### config.mk
export PLATFORM = sky130hd
export DESIGN_NAME = sysctl_cop
export DESIGN_NICKNAME = d
export VERILOG_FILES = /design/src/rtl/sysctl_cop_pkg.sv /design/src/rtl/sysctl_cop_decode.sv /design/src/rtl/sysctl_cop_ctrl.sv /design/src/rtl/sysctl_cop_rdmux.sv /design/src/rtl/sysctl_cop.sv
export SDC_FILE = /design/constraint.sdc
export NUM_CORES = 1
export LEC_CHECK = 0
export BUFFER_PORTS_ARGS = -buffer_cell sky130_fd_sc_hd__buf_4
export CAP_MARGIN = 10
export CORE_ASPECT_RATIO = 1.4
export CORE_MARGIN = 4
export CORE_UTILIZATION = 23
export CTS_BUF_LIST = sky130_fd_sc_hd__clkbuf_8 sky130_fd_sc_hd__clkbuf_16
export DETAILED_ROUTE_END_ITERATION = 8
export GPL_TIMING_DRIVEN = 0
export PLACE_DENSITY = 0.79
export SYNTH_ARGS = -nofsm -noshare
export SYNTH_HDL_FRONTEND = slang
export SYNTH_SLANG_ARGS = --single-unit
### constraint.sdc
create_clock -name clk -period 1.6 [get_ports clk]
set_clock_uncertainty 0.2 [all_clocks]
set_input_delay 0.08 -clock clk [delete_from_list [all_inputs] [get_ports clk]]
set_output_delay 0.08 -clock clk [all_outputs]
set_load 0.02 [all_outputs]
### src/rtl/sysctl_cop_pkg.sv
package sysctl_cop_pkg;
  localparam int DATA_W   = 32;
  localparam int CPN_W    = 4;
  localparam int IDX_FLD_W = 4;
  localparam int IDX_LSB  = 16;
  localparam int IDX_W    = 3;
  localparam int ENTRIES  = 1 << IDX_W;
  localparam int CFG_W    = 4;
  localparam int CFG_LSB  = 4;
  localparam logic [CPN_W-1:0]  OWN_CPNUM = 4'd15;
  localparam logic [DATA_W-1:0] ID_WORD   = 32'h4144_0110;
  localparam logic [IDX_W-1:0]  ENT_ID    = 3'd0;
  localparam logic [IDX_W-1:0]  ENT_CTRL  = 3'd1;

  typedef logic [IDX_W-1:0]  idx_t;
  typedef logic [CFG_W-1:0]  cfg_t;
  typedef logic [DATA_W-1:0] word_t;

  // Index extraction: instruction field masked down to the entry count.
  function automatic idx_t field_to_idx(input logic [IDX_FLD_W-1:0] fld);
    return fld[IDX_W-1:0];
  endfunction

  // Value seen when reading entry e with control bits c.
  function automatic word_t entry_value(input int e, input cfg_t c);
    word_t v;
    v = '0;
    if (e == int'(ENT_ID))        v = ID_WORD;
    else if (e == int'(ENT_CTRL)) v[CFG_LSB +: CFG_W] = c;
    return v;
  endfunction
endpackage

### src/rtl/sysctl_cop_decode.sv
module sysctl_cop_decode
  import sysctl_cop_pkg::*;
(
  input  logic                 req_valid,
  input  logic [CPN_W-1:0]     req_cpnum,
  input  logic                 req_write,
  input  logic [IDX_FLD_W-1:0] idx_field,
  output logic                 claim,
  output logic                 rd_acc,
  output logic                 wr_ctrl,
  output idx_t                 idx
);
  always_comb begin
    claim   = req_valid && (req_cpnum == OWN_CPNUM);
    idx     = field_to_idx(idx_field);
    rd_acc  = claim && !req_write;
    wr_ctrl = claim && req_write && (idx == ENT_CTRL);
  end
endmodule

### src/rtl/sysctl_cop_ctrl.sv
module sysctl_cop_ctrl
  import sysctl_cop_pkg::*;
(
  input  logic clk,
  input  logic rst_n,
  input  cfg_t cfg_in,
  input  logic wr_ctrl,
  input  cfg_t wr_bits,
  output cfg_t cfg_q,
  output logic reeval
);
  always_ff @(posedge clk) begin
    if (!rst_n) begin
      cfg_q  <= cfg_in;
      reeval <= 1'b0;
    end else begin
      if (wr_ctrl) cfg_q <= wr_bits;
      reeval <= wr_ctrl;
    end
  end
endmodule

### src/rtl/sysctl_cop_rdmux.sv
module sysctl_cop_rdmux
  import sysctl_cop_pkg::*;
(
  input  logic  rd_acc,
  input  idx_t  idx,
  input  cfg_t  cfg_q,
  output word_t rd_data
);
  word_t ent [ENTRIES];

  for (genvar g = 0; g < ENTRIES; g++) begin : g_ent
    assign ent[g] = entry_value(g, cfg_q);
  end

  always_comb begin
    rd_data = rd_acc ? ent[idx] : '0;
  end
endmodule

### src/rtl/sysctl_cop.sv
module sysctl_cop
  import sysctl_cop_pkg::*;
(
  input  logic              clk,
  input  logic              rst_n,
  input  logic [CFG_W-1:0]  cfg_in,
  input  logic              req_valid,
  input  logic [CPN_W-1:0]  req_cpnum,
  input  logic              req_write,
  input  logic [DATA_W-1:0] req_instr,
  input  logic [DATA_W-1:0] req_wdata,
  output logic              req_claim,
  output logic [DATA_W-1:0] rd_data,
  output logic [CFG_W-1:0]  cfg_out,
  output logic              reeval
);
  logic claim_w;
  logic rd_acc_w;
  logic wr_ctrl_w;
  idx_t idx_w;
  cfg_t cfg_q;

  logic unused_bits;
  assign unused_bits = ^{req_instr[DATA_W-1:IDX_LSB+IDX_FLD_W],
                         req_instr[IDX_LSB-1:0],
                         req_wdata[DATA_W-1:CFG_LSB+CFG_W],
                         req_wdata[CFG_LSB-1:0]};

  sysctl_cop_decode u_dec (
    .req_valid (req_valid),
    .req_cpnum (req_cpnum),
    .req_write (req_write),
    .idx_field (req_instr[IDX_LSB +: IDX_FLD_W]),
    .claim     (claim_w),
    .rd_acc    (rd_acc_w),
    .wr_ctrl   (wr_ctrl_w),
    .idx       (idx_w)
  );

  sysctl_cop_ctrl u_ctrl (
    .clk     (clk),
    .rst_n   (rst_n),
    .cfg_in  (cfg_in),
    .wr_ctrl (wr_ctrl_w),
    .wr_bits (req_wdata[CFG_LSB +: CFG_W]),
    .cfg_q   (cfg_q),
    .reeval  (reeval)
  );

  sysctl_cop_rdmux u_rd (
    .rd_acc  (rd_acc_w),
    .idx     (idx_w),
    .cfg_q   (cfg_q),
    .rd_data (rd_data)
  );

  assign req_claim = claim_w;
  assign cfg_out   = cfg_q;
endmodule

# Word level (Yosys, flattened, before mapping)
# Cells that the tools add are included.
# totals
elab_cells	18
ff_bits	5
# classes
bitwise	1
n_mux	6
reduce_logical	5
order_cmp	1
eq_ne	3
# op_table
op	n
32-bit binary-select mux with 3-bit select	1
32-bit two-way mux	3
4-bit two-way mux	2
4-bit equality test (second input constant)	1
4-bit greater-or-equal comparator (second input constant)	1
1-bit logical AND	4
3-bit inverter with 4-bit output	1
3-bit by 1-bit equality test with 1-bit output (second input constant)	1
2-bit by 1-bit inequality test with 1-bit output (second input constant)	1
1-bit zero test	1

# Logic depth before layout (Yosys ltp)
# logic_depth
ltp_word	6
mapped_depth	4
mapped_depth_nobuf	3

# Modules after synthesis
# Synthesis repeated with hierarchy kept, for this count alone.
# hier_totals
hier_cells	56
hier_area_um2	525.5
# modules_own_cells
mod	area_per_inst_um2	seq_area_each_um2	instances	cells_per_inst
sysctl_cop_rdmux	257.7	0.0	1	36
sysctl_cop_ctrl	198.9	140.1	1	11
sysctl_cop_decode	68.8	0.0	1	9

# Least setup slack after synthesis
# No wires, ideal clock.
# synth_timing
kind	input port to output port
from	input req_cpnum[1]
to	output rd_data[18]
n_path_buf	1
path_slack_ns	-0.312
arrival_time_ns	1.632
stages	4
t_required_ns	1.320
path_cell_list	and4_4 > nand3b_4 > nor4_1 > buf_4
# synth_via
elab_chain_cells	4
# synth_rtl
element	line_no	text
start: declaration	sysctl_cop.sv:8	input logic [CPN_W-1:0] req_cpnum,
4-bit equality test	sysctl_cop_decode.sv:14	claim = req_valid && (req_cpnum == OWN_CPNUM);
1-bit logical AND	sysctl_cop_decode.sv:14	
1-bit logical AND	sysctl_cop_decode.sv:16	rd_acc = claim && !req_write;
32-bit two-way mux	sysctl_cop_rdmux.sv:16	rd_data = rd_acc ? ent[idx] : '0;
end: declaration	sysctl_cop.sv:13	output logic [DATA_W-1:0] rd_data,
# Every way passes these cells.

# Final worst setup path
# layout_timing
from	input rst_n
to	register u_ctrl.reeval
# layout_rtl
element	line_no	text
start: declaration	sysctl_cop.sv:5	input logic rst_n,
end signal: assignment	sysctl_cop_ctrl.sv:18	reeval <= wr_ctrl;
end: declaration	sysctl_cop_ctrl.sv:10	output logic reeval
# No word-level cell between the ends.

==> results.md <==
- Leakage: roughly 0.00058 uW
- Num rows: 20
- Vias in the first global route: 502
- Largest net degree at the start of global routing: 7
- Max VDD drop: 0.000488 V
- Final worst-path cycle share: 0.929
- Clk sinks: 5
- Synth area leaders: buf_4, edfxtp_1, mux2_2
- DR iter-0 viols: 2
- Critical Path End Type: flop
- DRT Pass-1 Iters: 4
- Worst hold path class: input port to flop
- Max H-tree Level: 1
- Die X: 48.3 microns
- Post-route setup TNS: 0 ns
- Final setup viols: 0
- Initial Util: 0.240
- Critical path fanouts, max: 6
- Final hold viol count: 0
- WS Path Type: input port to flop
- Drt total wl: between 1000 and 1500 microns
- DIE AREA: ~3100 sq um
- ANT cells: 0
- CP startpoint kind: input port
- CTS clock-pin slew for the worst setup and hold paths: 0.03 ns
- Max-cap violation count: 0
- DRC viols: 0
- Clock buffer depth: 2
- Number of synthesized flops with an enable pin: 4
- Minimum clock period: approximately 1.5 ns
- Prevailing post-synth register cell: edfxtp_1
- Multi-input gate area: ~260 sq um
- Post-synth top area cell: buf_4
- Count leader, synth: buf_4
- Die H: roughly 64 microns
- First-pass GRT wire length: roughly 2200 microns
- Hpwl dp: 1120 microns
- Netlist cell types: 15
- Root Driver: clkbuf_8
- GRT overflow: 0
- Fill cells: approximately 220
- TritonCTS clock tree: built
- Final #Nets: 200
- Area growth, synth to finish: 97.4%
- Synth cell count leaders: buf_4, edfxtp_1, mux2_2, nand2_1, nor2_1
- Port Buf Inserts: 33
- Outcome: finished clean
- Sequential cell area fraction in the yosys report: 0.268
- All-Layer GR Usage: 0.0930
- RSZ-0062 raised after global routing: no
- Post-route ant nets: 0
- Non-Filler Cell Area, Final: roughly 1000 sq um
- YS warnings: 0
- FF+latch count, synth: 5
- I/O pins: approximately 110
- Syn_area_per_cell: 9.69 sq um
- CTS Buf Count: 3
- DP Area: approximately 890 sq um
- Post-synthesis cell area: 523 sq um
- PD cells: 565 nW/um^2
- Ratio of cells with drive above 1 in the final layout: 0.593
- Via count: just over 500
- Vias per inst: approximately 3.6
- Cells after synthesis: 54
- Register area: approximately 140 sq um
- CP Data Required Time: 1.50 ns
- Placer congestion estimate: approximately 0.7
- Ys async rst share: 0
- Peak Freq: just under 700 MHz
- Critical path data arrival time: 1.39 ns
- Antenna violations before repair: 0
- Post_cts resized: 0
- DR WL/cell: about 9.1 microns
- Slew Viols, Final: 0
- Top-area cell type share of the netlist area: 0.388
- Core region area: 2180 sq um
[layout by cell type (no fill, tap or decap), drive strengths merged]
cell         netlist  layout
a2111oi            1       1
clkbuf             0       3
and4               1       1
mux2               4       4
nand3b             1       1
conb               1      23
inv                2       3
dlygate4sd3        0      10
nor4               2       2
nor3b              1       1
edfxtp             4       4
dfxtp              1       1
nand4              1       1
buf               27      60
nor2               3       3
nand2              4       4
and2               1       1
[critical path, cell delays in order]
cell	delay, ns
dlygate4sd3_1	0.53
buf_4	0.16
inv_1	0.05
nor2_1	0.03
dlygate4sd3_1	0.54
[per-layer routing]
metal / vias to the layer above / routed length (microns) / track usage
met5: - / 0 / 0
met4: 0 / 30 / 0.0623
met3: 4 / 291 / 0.0782
met2: 48 / 592 / 0.137
met1: 200 / 403 / 0.0835
li1: 267 / - / -
[report_power, final]
group | switching (uW) | total, uW | internal (uW) | leakage, uW
clock | 56.0 | 220 | 164 | 0.0000269
sequential | 5.20 | 158 | 153 | 0.0000472
combinational | 100 | 205 | 105 | 0.000502
total | 161 | 583 | 422 | 0.000576
[cell type report]
type	instances	area share
timing repair buffer	43	0.337
clock inverter	1	0.00364
multi-input combinational	42	0.253
sequential	5	0.136
buffer	27	0.196
clock buffer	3	0.0400
inverter	2	0.00727
tap	22	0.0267
[per-stage QoR]
step	util	std cells	worst slack, ns	total power [uW]	hold slack (ns)
floorplan	-	76	0.0756	283	-0.00990
global route	0.474	145	0.0535	625	0.213
finish	0.474	145	0.113	583	0.163
detailed placement	0.407	131	0.133	345	0.155
CTS	0.474	145	0.117	588	0.166
global placement	0.407	131	0.176	343	0.150
[path summary, 6_finish.rpt]
check             startpoint              end  slack, ns  cells after the start
setup / recovery       rst_n    u_ctrl.reeval       0.11                      5
hold / removal     req_write  u_ctrl.cfg_q[1]       0.16                      3
[timing repair]
item / CTS / global route
buffers inserted: 0 / 0
endpoints found under the hold margin: 5 / 0
hold buffers: 10 / 0
[registers in the layout, indices dropped and copies added (netlist names)]
| signal | count |
|---|---|
| u_ctrl.reeval | 1 |
| u_ctrl.cfg_q | 4 |
[cells by family (layout without fill, tap and decap cells)]
logic type      Yosys count  count (layout)  synth area share
compound gates            1               1            0.0526
mux                       4               4            0.0861
flops                     5               5             0.268
buf+inv                  29              76             0.402
other cells               1              23           0.00717
simple gates             14              14             0.184
(Power assumes the default switching activity.)
